$ cat config.mk
export PLATFORM = sky130hd
export DESIGN_NAME = tft_tg
export DESIGN_NICKNAME = d
export VERILOG_FILES = /design/src/rtl/tft_tg_pkg.sv /design/src/rtl/tft_tg_regs.sv /design/src/rtl/tft_tg_clkdiv.sv /design/src/rtl/tft_tg_axis.sv /design/src/rtl/tft_tg.sv
export SDC_FILE = /design/constraint.sdc
export NUM_CORES = 1
export LEC_CHECK = 0
export BUFFER_PORTS_ARGS = -buffer_cell sky130_fd_sc_hd__buf_2
export CELL_PAD_IN_SITES_DETAIL_PLACEMENT = 1
export CELL_PAD_IN_SITES_GLOBAL_PLACEMENT = 1
export CORE_ASPECT_RATIO = 1.25
export CORE_MARGIN = 4
export CORE_UTILIZATION = 30
export DETAILED_ROUTE_END_ITERATION = 6
export GPL_TIMING_DRIVEN = 0
export PLACE_DENSITY = 0.63
export SYNTH_ARGS = -nofsm -noshare
export SYNTH_HDL_FRONTEND = slang
export SYNTH_HIERARCHICAL = 1
export SYNTH_SLANG_ARGS = --single-unit
export TNS_END_PERCENT = 50
$ cat constraint.sdc
create_clock -name clk -period 3.74 [get_ports clk]
set_input_delay 0.935 -clock clk [delete_from_list [all_inputs] [get_ports clk]]
set_output_delay 0.935 -clock clk [all_outputs]
set_load 0.05 [all_outputs]
$ cat src/rtl/tft_tg_pkg.sv
package tft_tg_pkg;

    localparam int DIV_W  = 10;
    localparam int HSW_W  = 8;
    localparam int HBP_W  = 7;
    localparam int HACT_W = 11;
    localparam int HFP_W  = 8;
    localparam int VSW_W  = 6;
    localparam int VBP_W  = 8;
    localparam int VACT_W = 10;
    localparam int VFP_W  = 8;
    localparam int REG_AW = 3;
    localparam int REG_DW = 32;

    function automatic int max4(input int a, input int b, input int c, input int d);
        int m;
        m = a;
        if (b > m) m = b;
        if (c > m) m = c;
        if (d > m) m = d;
        return m;
    endfunction

    localparam int H_CW = max4(HSW_W, HBP_W, HACT_W, HFP_W);
    localparam int V_CW = max4(VSW_W, VBP_W, VACT_W, VFP_W);

    localparam logic [1:0] MODE_TFT = 2'd3;

    typedef enum logic [REG_AW-1:0] {
        RG_CTRL  = 3'd0,
        RG_VERT  = 3'd1,
        RG_HORZ  = 3'd2,
        RG_HSYNC = 3'd3,
        RG_POL   = 3'd4,
        RG_MASK  = 3'd5
    } reg_sel_e;

    typedef enum logic [1:0] {
        SEG_SYNC   = 2'd0,
        SEG_BACK   = 2'd1,
        SEG_ACTIVE = 2'd2,
        SEG_FRONT  = 2'd3
    } seg_e;

    typedef struct packed {
        logic inv_clk;
        logic inv_hs;
        logic inv_vs;
        logic inv_data;
        logic inv_de;
    } pol_t;

    typedef struct packed {
        logic [DIV_W-1:0]  div;
        logic [HSW_W-1:0]  hsw;
        logic [HBP_W-1:0]  hbp;
        logic [HACT_W-1:0] hact;
        logic [HFP_W-1:0]  hfp;
        logic [VSW_W-1:0]  vsw;
        logic [VBP_W-1:0]  vbp;
        logic [VACT_W-1:0] vact;
        logic [VFP_W-1:0]  vfp;
        pol_t              pol;
    } geom_t;

endpackage

$ cat src/rtl/tft_tg_regs.sv
module tft_tg_regs
    import tft_tg_pkg::*;
(
    input  logic              clk,
    input  logic              rst,
    input  logic              wr_en,
    input  logic [REG_AW-1:0] wr_addr,
    input  logic [REG_DW-1:0] wr_data,
    input  logic              frame_wrap,
    output logic              run,
    output logic              irq_mask,
    output geom_t             cur
);

    geom_t      stage;
    logic       en_q;
    logic [1:0] mode_q;

    always_ff @(posedge clk) begin
        if (rst) begin
            stage    <= '0;
            en_q     <= 1'b0;
            mode_q   <= 2'd0;
            irq_mask <= 1'b0;
        end else if (wr_en) begin
            case (reg_sel_e'(wr_addr))
                RG_CTRL: begin
                    en_q      <= wr_data[0];
                    mode_q    <= wr_data[6:5];
                    stage.div <= wr_data[17:8];
                end
                RG_VERT: begin
                    stage.vbp  <= wr_data[31:24];
                    stage.vact <= wr_data[23:14];
                    stage.vfp  <= wr_data[13:6];
                    stage.vsw  <= wr_data[5:0];
                end
                RG_HORZ: begin
                    stage.hbp  <= wr_data[25:19];
                    stage.hact <= wr_data[18:8];
                    stage.hfp  <= wr_data[7:0];
                end
                RG_HSYNC: stage.hsw <= wr_data[7:0];
                RG_POL: begin
                    stage.pol.inv_clk  <= wr_data[10];
                    stage.pol.inv_hs   <= wr_data[9];
                    stage.pol.inv_vs   <= wr_data[8];
                    stage.pol.inv_data <= wr_data[7];
                    stage.pol.inv_de   <= wr_data[6];
                end
                RG_MASK: irq_mask <= wr_data[0];
                default: ;
            endcase
        end
    end

    // Run flag lags the enable by one clock; the working copy follows the
    // staged copy while stopped and is refreshed only at a frame wrap.
    always_ff @(posedge clk) begin
        if (rst) begin
            run <= 1'b0;
            cur <= '0;
        end else begin
            run <= en_q && (mode_q == MODE_TFT);
            if (!run || frame_wrap)
                cur <= stage;
        end
    end


    shadow_hold_chk: assert property (@(posedge clk) disable iff (rst)
        (run && !frame_wrap) |=> $stable(cur));

endmodule

$ cat src/rtl/tft_tg_clkdiv.sv
module tft_tg_clkdiv #(
    parameter int DW = 10
) (
    input  logic          clk,
    input  logic          rst,
    input  logic          run,
    input  logic [DW-1:0] div,
    output logic          phase,
    output logic          pix_en
);

    logic [DW-1:0] cnt;
    logic          at_top;

    assign at_top = (cnt == div);

    always_ff @(posedge clk) begin
        if (rst || !run) begin
            cnt   <= '0;
            phase <= 1'b0;
        end else if (at_top) begin
            cnt   <= '0;
            phase <= ~phase;
        end else begin
            cnt   <= cnt + 1'b1;
        end
    end

    assign pix_en = run && phase && at_top;


    pix_gap_chk: assert property (@(posedge clk) disable iff (rst)
        pix_en |=> !pix_en);

endmodule

$ cat src/rtl/tft_tg_axis.sv
module tft_tg_axis
    import tft_tg_pkg::*;
#(
    parameter int CW = 11
) (
    input  logic                clk,
    input  logic                rst,
    input  logic                clear,
    input  logic                adv,
    input  logic [3:0][CW-1:0]  seg_len,
    output seg_e                seg,
    output logic [CW-1:0]       cnt,
    output logic                last
);

    logic seg_end;

    assign seg_end = (cnt == seg_len[seg]);
    assign last    = adv && seg_end && (seg == SEG_FRONT);

    always_ff @(posedge clk) begin
        if (rst || clear) begin
            seg <= SEG_SYNC;
            cnt <= '0;
        end else if (adv) begin
            if (seg_end) begin
                cnt <= '0;
                seg <= seg_e'(2'(seg + 2'd1));
            end else begin
                cnt <= cnt + 1'b1;
            end
        end
    end


    seg_bound_chk: assert property (@(posedge clk) disable iff (rst)
        !clear |-> (cnt <= seg_len[seg]));

endmodule

$ cat src/rtl/tft_tg.sv
module tft_tg
    import tft_tg_pkg::*;
(
    input  logic              clk,
    input  logic              rst,
    input  logic              wr_en,
    input  logic [REG_AW-1:0] wr_addr,
    input  logic [REG_DW-1:0] wr_data,
    output logic              pclk_o,
    output logic              hsync_o,
    output logic              vsync_o,
    output logic              de_o,
    output logic              data_inv_o,
    output logic [H_CW-1:0]   col_o,
    output logic [V_CW-1:0]   row_o,
    output logic              frame_start_o,
    output logic              frame_irq_o
);

    logic                 run;
    logic                 irq_mask;
    geom_t                cur;
    logic                 phase;
    logic                 pix_en;
    logic [3:0][H_CW-1:0] h_len;
    logic [3:0][V_CW-1:0] v_len;
    seg_e                 h_seg;
    seg_e                 v_seg;
    logic [H_CW-1:0]      h_cnt;
    logic [V_CW-1:0]      v_cnt;
    logic                 h_last;
    logic                 v_last;
    logic                 h_act;
    logic                 v_act;
    logic                 hs_raw;
    logic                 vs_raw;
    logic                 de_raw;
    logic                 origin;
    logic                 fs;

    tft_tg_regs u_regs (
        .clk        (clk),
        .rst        (rst),
        .wr_en      (wr_en),
        .wr_addr    (wr_addr),
        .wr_data    (wr_data),
        .frame_wrap (v_last),
        .run        (run),
        .irq_mask   (irq_mask),
        .cur        (cur)
    );

    tft_tg_clkdiv #(.DW(DIV_W)) u_div (
        .clk    (clk),
        .rst    (rst),
        .run    (run),
        .div    (cur.div),
        .phase  (phase),
        .pix_en (pix_en)
    );

    assign h_len = {H_CW'(cur.hfp), H_CW'(cur.hact), H_CW'(cur.hbp), H_CW'(cur.hsw)};
    assign v_len = {V_CW'(cur.vfp), V_CW'(cur.vact), V_CW'(cur.vbp), V_CW'(cur.vsw)};

    tft_tg_axis #(.CW(H_CW)) u_haxis (
        .clk     (clk),
        .rst     (rst),
        .clear   (!run),
        .adv     (pix_en),
        .seg_len (h_len),
        .seg     (h_seg),
        .cnt     (h_cnt),
        .last    (h_last)
    );

    tft_tg_axis #(.CW(V_CW)) u_vaxis (
        .clk     (clk),
        .rst     (rst),
        .clear   (!run),
        .adv     (h_last),
        .seg_len (v_len),
        .seg     (v_seg),
        .cnt     (v_cnt),
        .last    (v_last)
    );

    assign h_act  = run && (h_seg == SEG_ACTIVE);
    assign v_act  = run && (v_seg == SEG_ACTIVE);
    assign hs_raw = run && (h_seg == SEG_SYNC);
    assign vs_raw = run && (v_seg == SEG_SYNC);
    assign de_raw = h_act && v_act;
    assign origin = (h_seg == SEG_SYNC) && (h_cnt == '0) &&
                    (v_seg == SEG_SYNC) && (v_cnt == '0);
    assign fs     = pix_en && origin;

    assign pclk_o        = (run && phase) ^ cur.pol.inv_clk;
    assign hsync_o       = hs_raw ^ cur.pol.inv_hs;
    assign vsync_o       = vs_raw ^ cur.pol.inv_vs;
    assign de_o          = de_raw ^ cur.pol.inv_de;
    assign data_inv_o    = cur.pol.inv_data;
    assign col_o         = h_act ? h_cnt : '0;
    assign row_o         = v_act ? v_cnt : '0;
    assign frame_start_o = fs;
    assign frame_irq_o   = fs && !irq_mask;


    idle_chk: assert property (@(posedge clk) disable iff (rst)
        !run |=> (h_cnt == '0 && v_cnt == '0 && !pix_en));


    vline_chk: assert property (@(posedge clk) disable iff (rst)
        (run && !h_last) |=> ($stable(v_cnt) && $stable(v_seg)));


    col_range_chk: assert property (@(posedge clk) disable iff (rst)
        de_raw |-> (col_o <= H_CW'(cur.hact)));


    fs_single_chk: assert property (@(posedge clk) disable iff (rst)
        fs |=> !fs);

endmodule

======== Yosys cells after proc, flatten, opt, wreduce, memory -nomap -nowiden ========
Cells that the tools add are included.
word-level totals
  output and inout port bits .............. 28
  bits of input ports ..................... 38
  word-level logic and storage cells ...... 106
  register bits ........................... 203
operators by class
  equality and inequality tests ........... 13
  mux-type cells .......................... 8
  reduce and logical (&&, ||, !) cells .... 35
  add/sub/neg operators ................... 5
  bitwise logic cells ..................... 5
  order comparisons ....................... 2
operators with widths
  operator                 count
  $mux W11                 3
  $mux W10                 3
  $bmux W11 S2             1
  $add A10 B1 Y10 const B  2
  $bmux W10 S2             1
  $eq A10 B10 Y1           2
  $logic_and A1 B1 Y1      17
  $reduce_and A2 Y1        8
  $add A11 B1 Y11 const B  1
  $eq A11 B11 Y1           1
  $logic_not A11 Y1        1
  $eq A2 B2 Y1 const B     5
  $logic_not A10 Y1        1
  $eq A3 B2 Y1 const B     2
  $eq A3 B3 Y1 const B     2
  $lt A2 B3 Y1 const B     2
  $add A2 B1 Y2 const B    2
  $logic_not A2 Y1         2
  $xor A1 B1 Y1            4
  $eq A3 B1 Y1 const B     1
  $logic_not A3 Y1         1
  $logic_not A1 Y1         2
  $logic_or A1 B1 Y1       2
  $reduce_or A2 Y1         1
  $not A1 Y1               1

======== Depth between registers and ports, before layout ========
  depth in word-level cells ............... 8
  depth in mapped cells ................... 14
  mapped depth without buffers ............ 12

======== Cells and area by module ========
Netlist, hierarchy kept.
by module, submodules not included
  module                  sequential area each (µm²)  instances  cells each  area an instance (µm²)
  tft_tg_regs             3343.2                      1          730         5848.1
  tft_tg_axis at u_haxis  260.2                       1          97          1041.0
  tft_tg_axis at u_vaxis  240.2                       1          88          944.7
  tft_tg_clkdiv           220.2                       1          60          553.0
  tft_tg                  0.0                         1          46          294.0

======== Least setup slack after synthesis ========
No wires, ideal clock.
  kind .................................... register to output
  start point ............................. reg u_div.cnt[2]
  end point ............................... out frame_start_o
  buffers on the path ..................... 0
  path slack .............................. -0.224 ns
  required time ........................... 2.805 ns
  arrival ................................. 3.029 ns
  cell stages (with the launch flop) ...... 6
  cell sequence ........................... dfxtp_1 -> xnor2_1 -> nand4_1 -> nor4_1 -> or4b_4 -> nor3_1
between the ends
  longest elaborated chain between the ends .. 3
RTL lines
  item                    line                 source
  from (decl)             tft_tg_clkdiv.sv:12  logic [DW-1:0] cnt;
  from (signal assigned)  tft_tg_clkdiv.sv:25  cnt <= cnt + 1'b1;
  $eq A10 B10 Y1          tft_tg_clkdiv.sv:15  assign at_top = (cnt == div);
  $logic_and A1 B1 Y1     tft_tg_clkdiv.sv:29  assign pix_en = run && phase && at_top;
  named net pix_en        tft_tg.sv:24         logic pix_en;
  $logic_and A1 B1 Y1     tft_tg.sv:94         assign fs = pix_en && origin;
  to (decl)               tft_tg.sv:16         output logic frame_start_o,
The timed path passes the listed nets, and every way through them passes these cells.

======== Final worst setup path ========
  start point ............................. reg u_div.cnt[5]
  end point ............................... out frame_irq_o
between the ends
  longest elaborated chain between the ends .. 4
RTL lines
  item                 line                 source
  $eq A10 B10 Y1       tft_tg_clkdiv.sv:15
  $logic_and A1 B1 Y1  tft_tg_clkdiv.sv:29
  named net pix_en     tft_tg.sv:24
  $logic_and A1 B1 Y1  tft_tg.sv:94
  $logic_and A1 B1 Y1  tft_tg.sv:104        assign frame_irq_o = fs && !irq_mask;
  to (decl)            tft_tg.sv:17         output logic frame_irq_o
The timed path passes the listed nets, and every way through them passes these cells.

==> impl_results.md <==
- Maximum clock rate: 0.279 GHz
- CTS Buffer Depth: 3
- Vias in the first global route: 7,333
- Main synth FF type: dfxtp_1
- Pwr/cell area: 453 nW/um2
- IO Pins: 66
- Sink Count: 203
- Hold Path Class: reg2reg
- Post-synthesis sequential area ratio: 46.8%
- Die W: 160 um
- Sw Share: 22.1%
- Sequential cell area: 4070 um2
- Number of H-tree levels: 1
- Die ar.: 31,700 um2
- Port Buffers: 62
- DRT Pass-1 Iters: 4
- Most frequent cell after synthesis: nand2_1
- Setup Skew: 0.0159 ns
- Core area: 28,500 um2
- Critical path arrival: 2.64 ns
- Crit path launch type: register
- Post-synth cell types: 51
- Layout Nets: 1,173
- Most used cell, CP: buf_4
- Final worst path period need: 3.58 ns
- Pin count of the biggest net entering global routing: 14
- Starting Density: 30.5%
- Ys async rst share: 0%
- Internal reg-to-reg setup slack: 0.22 ns
- Initial antenna violation count: 0
- Ys Warns: 6
- Max-Cap Viols: 0
- R2R depth: 14
- Synth Instances: 1,021
- CTS Hold Bufs: 0
- Initial DRC Count: 379
- Crit. Startpoint: u_div/cnt[5]$_SDFF_PP0_
- Yosys reg bits: 203
- Post-synth top area share: 46.8%
- Status: finished clean
- Crit-path max FO: 4
- Seq pwr share: 47.1%
- Tcrit/Tclk final: 95.7%
- Diode count: 0
- Slowest cell on crit path: or4b_4
- Routed vias/inst: 4.86
- Area grow syn2layout: 19.4%
- Routed wire length: 27,400 um
- Fin area: 10,400 um2
- DR vias: 7,285
- Avg Cell Area, Syn: 8.50 um2
- WL/cell: 18.3 um
- Setup TNS: 0 ns
- Clock power frac: 48.8%
- Cell taking the most area after synthesis: dfxtp_1
- Residual DRC: 0
- Worst-Skew Late Latency: 0.51 ns
- HPWL after DPL: 20,400 um
- Crit Reg-Reg Startpoint: u_haxis/seg[0]$_SDFFE_PP0P_
- Area of the multi-input gates: 4360 um2
- Top cells by area, synth: dfxtp_1, nand2_1, a21oi_1
- Post-Syn Area: 8680 um2
- Worst r2r dst: u_regs/cur[22]$_SDFFE_PP0P_
- VDD IR max: 319 uV
- Hold path depth: 2
- Max stage delay on crit path: 0.48 ns
- Worst Hold End: u_regs/cur[52]$_SDFFE_PP0P_
- Synth top cells by count: nand2_1, dfxtp_1, a21oi_1
- Post-synth EDFFs: 0
- Worst Hold Launch: u_regs/cur[52]$_SDFFE_PP0P_
- P_int: 3.66 mW
- Cell area after placement: 9510 um2
- Slew Viols, Final: 0
- CP endpoint kind: output pin
- GRT Util Overall: 17.0%
- Leakage power: 3.58 nW
- Crit path kind: reg2out
- Share of post-route cells with drive strength above 1: 15.6%
- Switch Pwr: 1.04 mW
- CTS root buf: clkbuf_16
- Clock transition at path regs: 0.06 ns
- Antenna Violating Nets Remaining: 0
- Required time worst endpoint: 2.80 ns
- Site row count: 69
- Slew @ Worst Pin: 0.775 ns
- Slew HR: 48.3%
- Gate power share: 4.2%
- Die H: 198 um
- Routability cong.: 0.815
- Hold Vio Cnt, Final: 0
- Number of CTS-inserted buffers: 22
- Global-route wire length before repair: 42,600 um
- Overflow after GRT: 0
- CP Cell Sequence: xnor2_1 -> nand4_1 -> nor4_4 -> buf_4 -> or4b_4 -> nor4_2 -> buf_4
- Fillers: 3,399
- Setup Viol. Count Final: 0
- CTS tree: done
## critical path, delay by kind of cell, from the launching register on
family	cells	cell delay, ns
XOR/XNOR	1	0.18
buffers and inverters	2	0.41
flip-flops	1	0.34
AND/OR/NAND/NOR	4	1.21
## per-stage QoR
step,setup WS [ns],hold slack (ns),power [mW],util (%),cells
6_report,0.161,0.449,4.70,36.4,1498
3_5_place_dp,-1.28,0.445,2.45,33.4,1455
2_1_floorplan,-0.0673,0.427,2.36,-,1038
5_1_grt,-0.0111,0.465,4.86,36.4,1498
4_1_cts,0.0369,0.453,4.75,36.2,1495
3_3_place_gp,-1.78,0.434,2.45,33.4,1455
## layout by cell type, fill, tap and decap left out, types with 4 or more instances in the layout
cell       synthesis  layout
clkbuf_1          40      33
dfxtp_2            0       5
nand2_1          342     342
nand4_2            4       4
mux4_2             7       8
mux4_1            14      13
nor3_1            20      18
dfxtp_1          203     197
nand3_1            7       7
nor4_1             7       6
xnor2_1           43      42
nor2_1            25      25
buf_4              4      13
inv_1              8       8
ha_1               5       5
buf_2             17      82
a21oi_1          164     164
xor2_1            15      15
buf_6              4       4
nand4_1           12      12
clkbuf_8           0       4
mux2i_1            9       9
clkinv_2           0       4
conb_1             1      18
and2_1            22      21
clkbuf_16          0      23
## layer usage
layer,track usage [%],share of wire (%),vias to the layer above
met4,4.46,2.1,0
met3,1.98,3.2,35
met1,22.5,46,3510
met2,29.7,48,108
met5,0,0,-
li1,-,-,3632
## cell families (layout without fill, tap and decap cells)
kind of cell | Yosys count | count (layout) | synth area share (%)
fa+ha+maj | 5 | 5 | 0.721
compound gates | 173 | 173 | 10.3
simple gates | 475 | 475 | 24.9
buf+inv | 75 | 180 | 4.01
flops | 203 | 203 | 46.8
xor+xnor | 59 | 59 | 6.04
mux | 30 | 30 | 7.09
other cells | 1 | 18 | 0.0432
## how the worst max path moves through the flow
stage	end	cells past startpoint
CTS	u_regs/cur[1]$_SDFFE_PP0P_	14
finish	frame_irq_o	7
floorplan	frame_irq_o	5
global placement	u_regs/cur[4]$_SDFFE_PP0P_	14
detailed placement	u_regs/cur[4]$_SDFFE_PP0P_	14
global route	frame_irq_o	7
## power groups by stage
stage	Combinational [mW]	Clock [mW]	Sequential, mW
final	0.196	2.29	2.21
after global placement	0.192	0	2.26
after detailed placement	0.195	0	2.26
after CTS	0.197	2.34	2.21
after floorplan	0.109	0	2.25
after global routing	0.216	2.43	2.21
## state kept, by name, summed over array words and instances, names as in the netlist, 2 cells and up
signal / cells
u_div/cnt: 10
u_regs/mode_q: 2
u_vaxis/seg: 2
u_regs/stage: 81
u_haxis/cnt: 11
u_haxis/seg: 2
u_vaxis/cnt: 10
u_regs/cur: 81
## area by class of cell
cell class	instances	share of cell area (%)
Buffer	67	3.31
Clock buffer	30	6.19
Clock inverter	7	1.06
Inverter	8	0.290
Multi-Input combinational cell	760	42.1
Sequential cell	203	39.3
Tap cell	355	4.29
Timing Repair Buffer	68	3.45
## repair_timing
item | in CTS | in global routing
resized for setup | 16 | 23
buffers inserted | 3 | 3
setup endpoints to repair | 92 | 82
pin swaps | 2 | 3
Power figures use the tool's default switching activity.
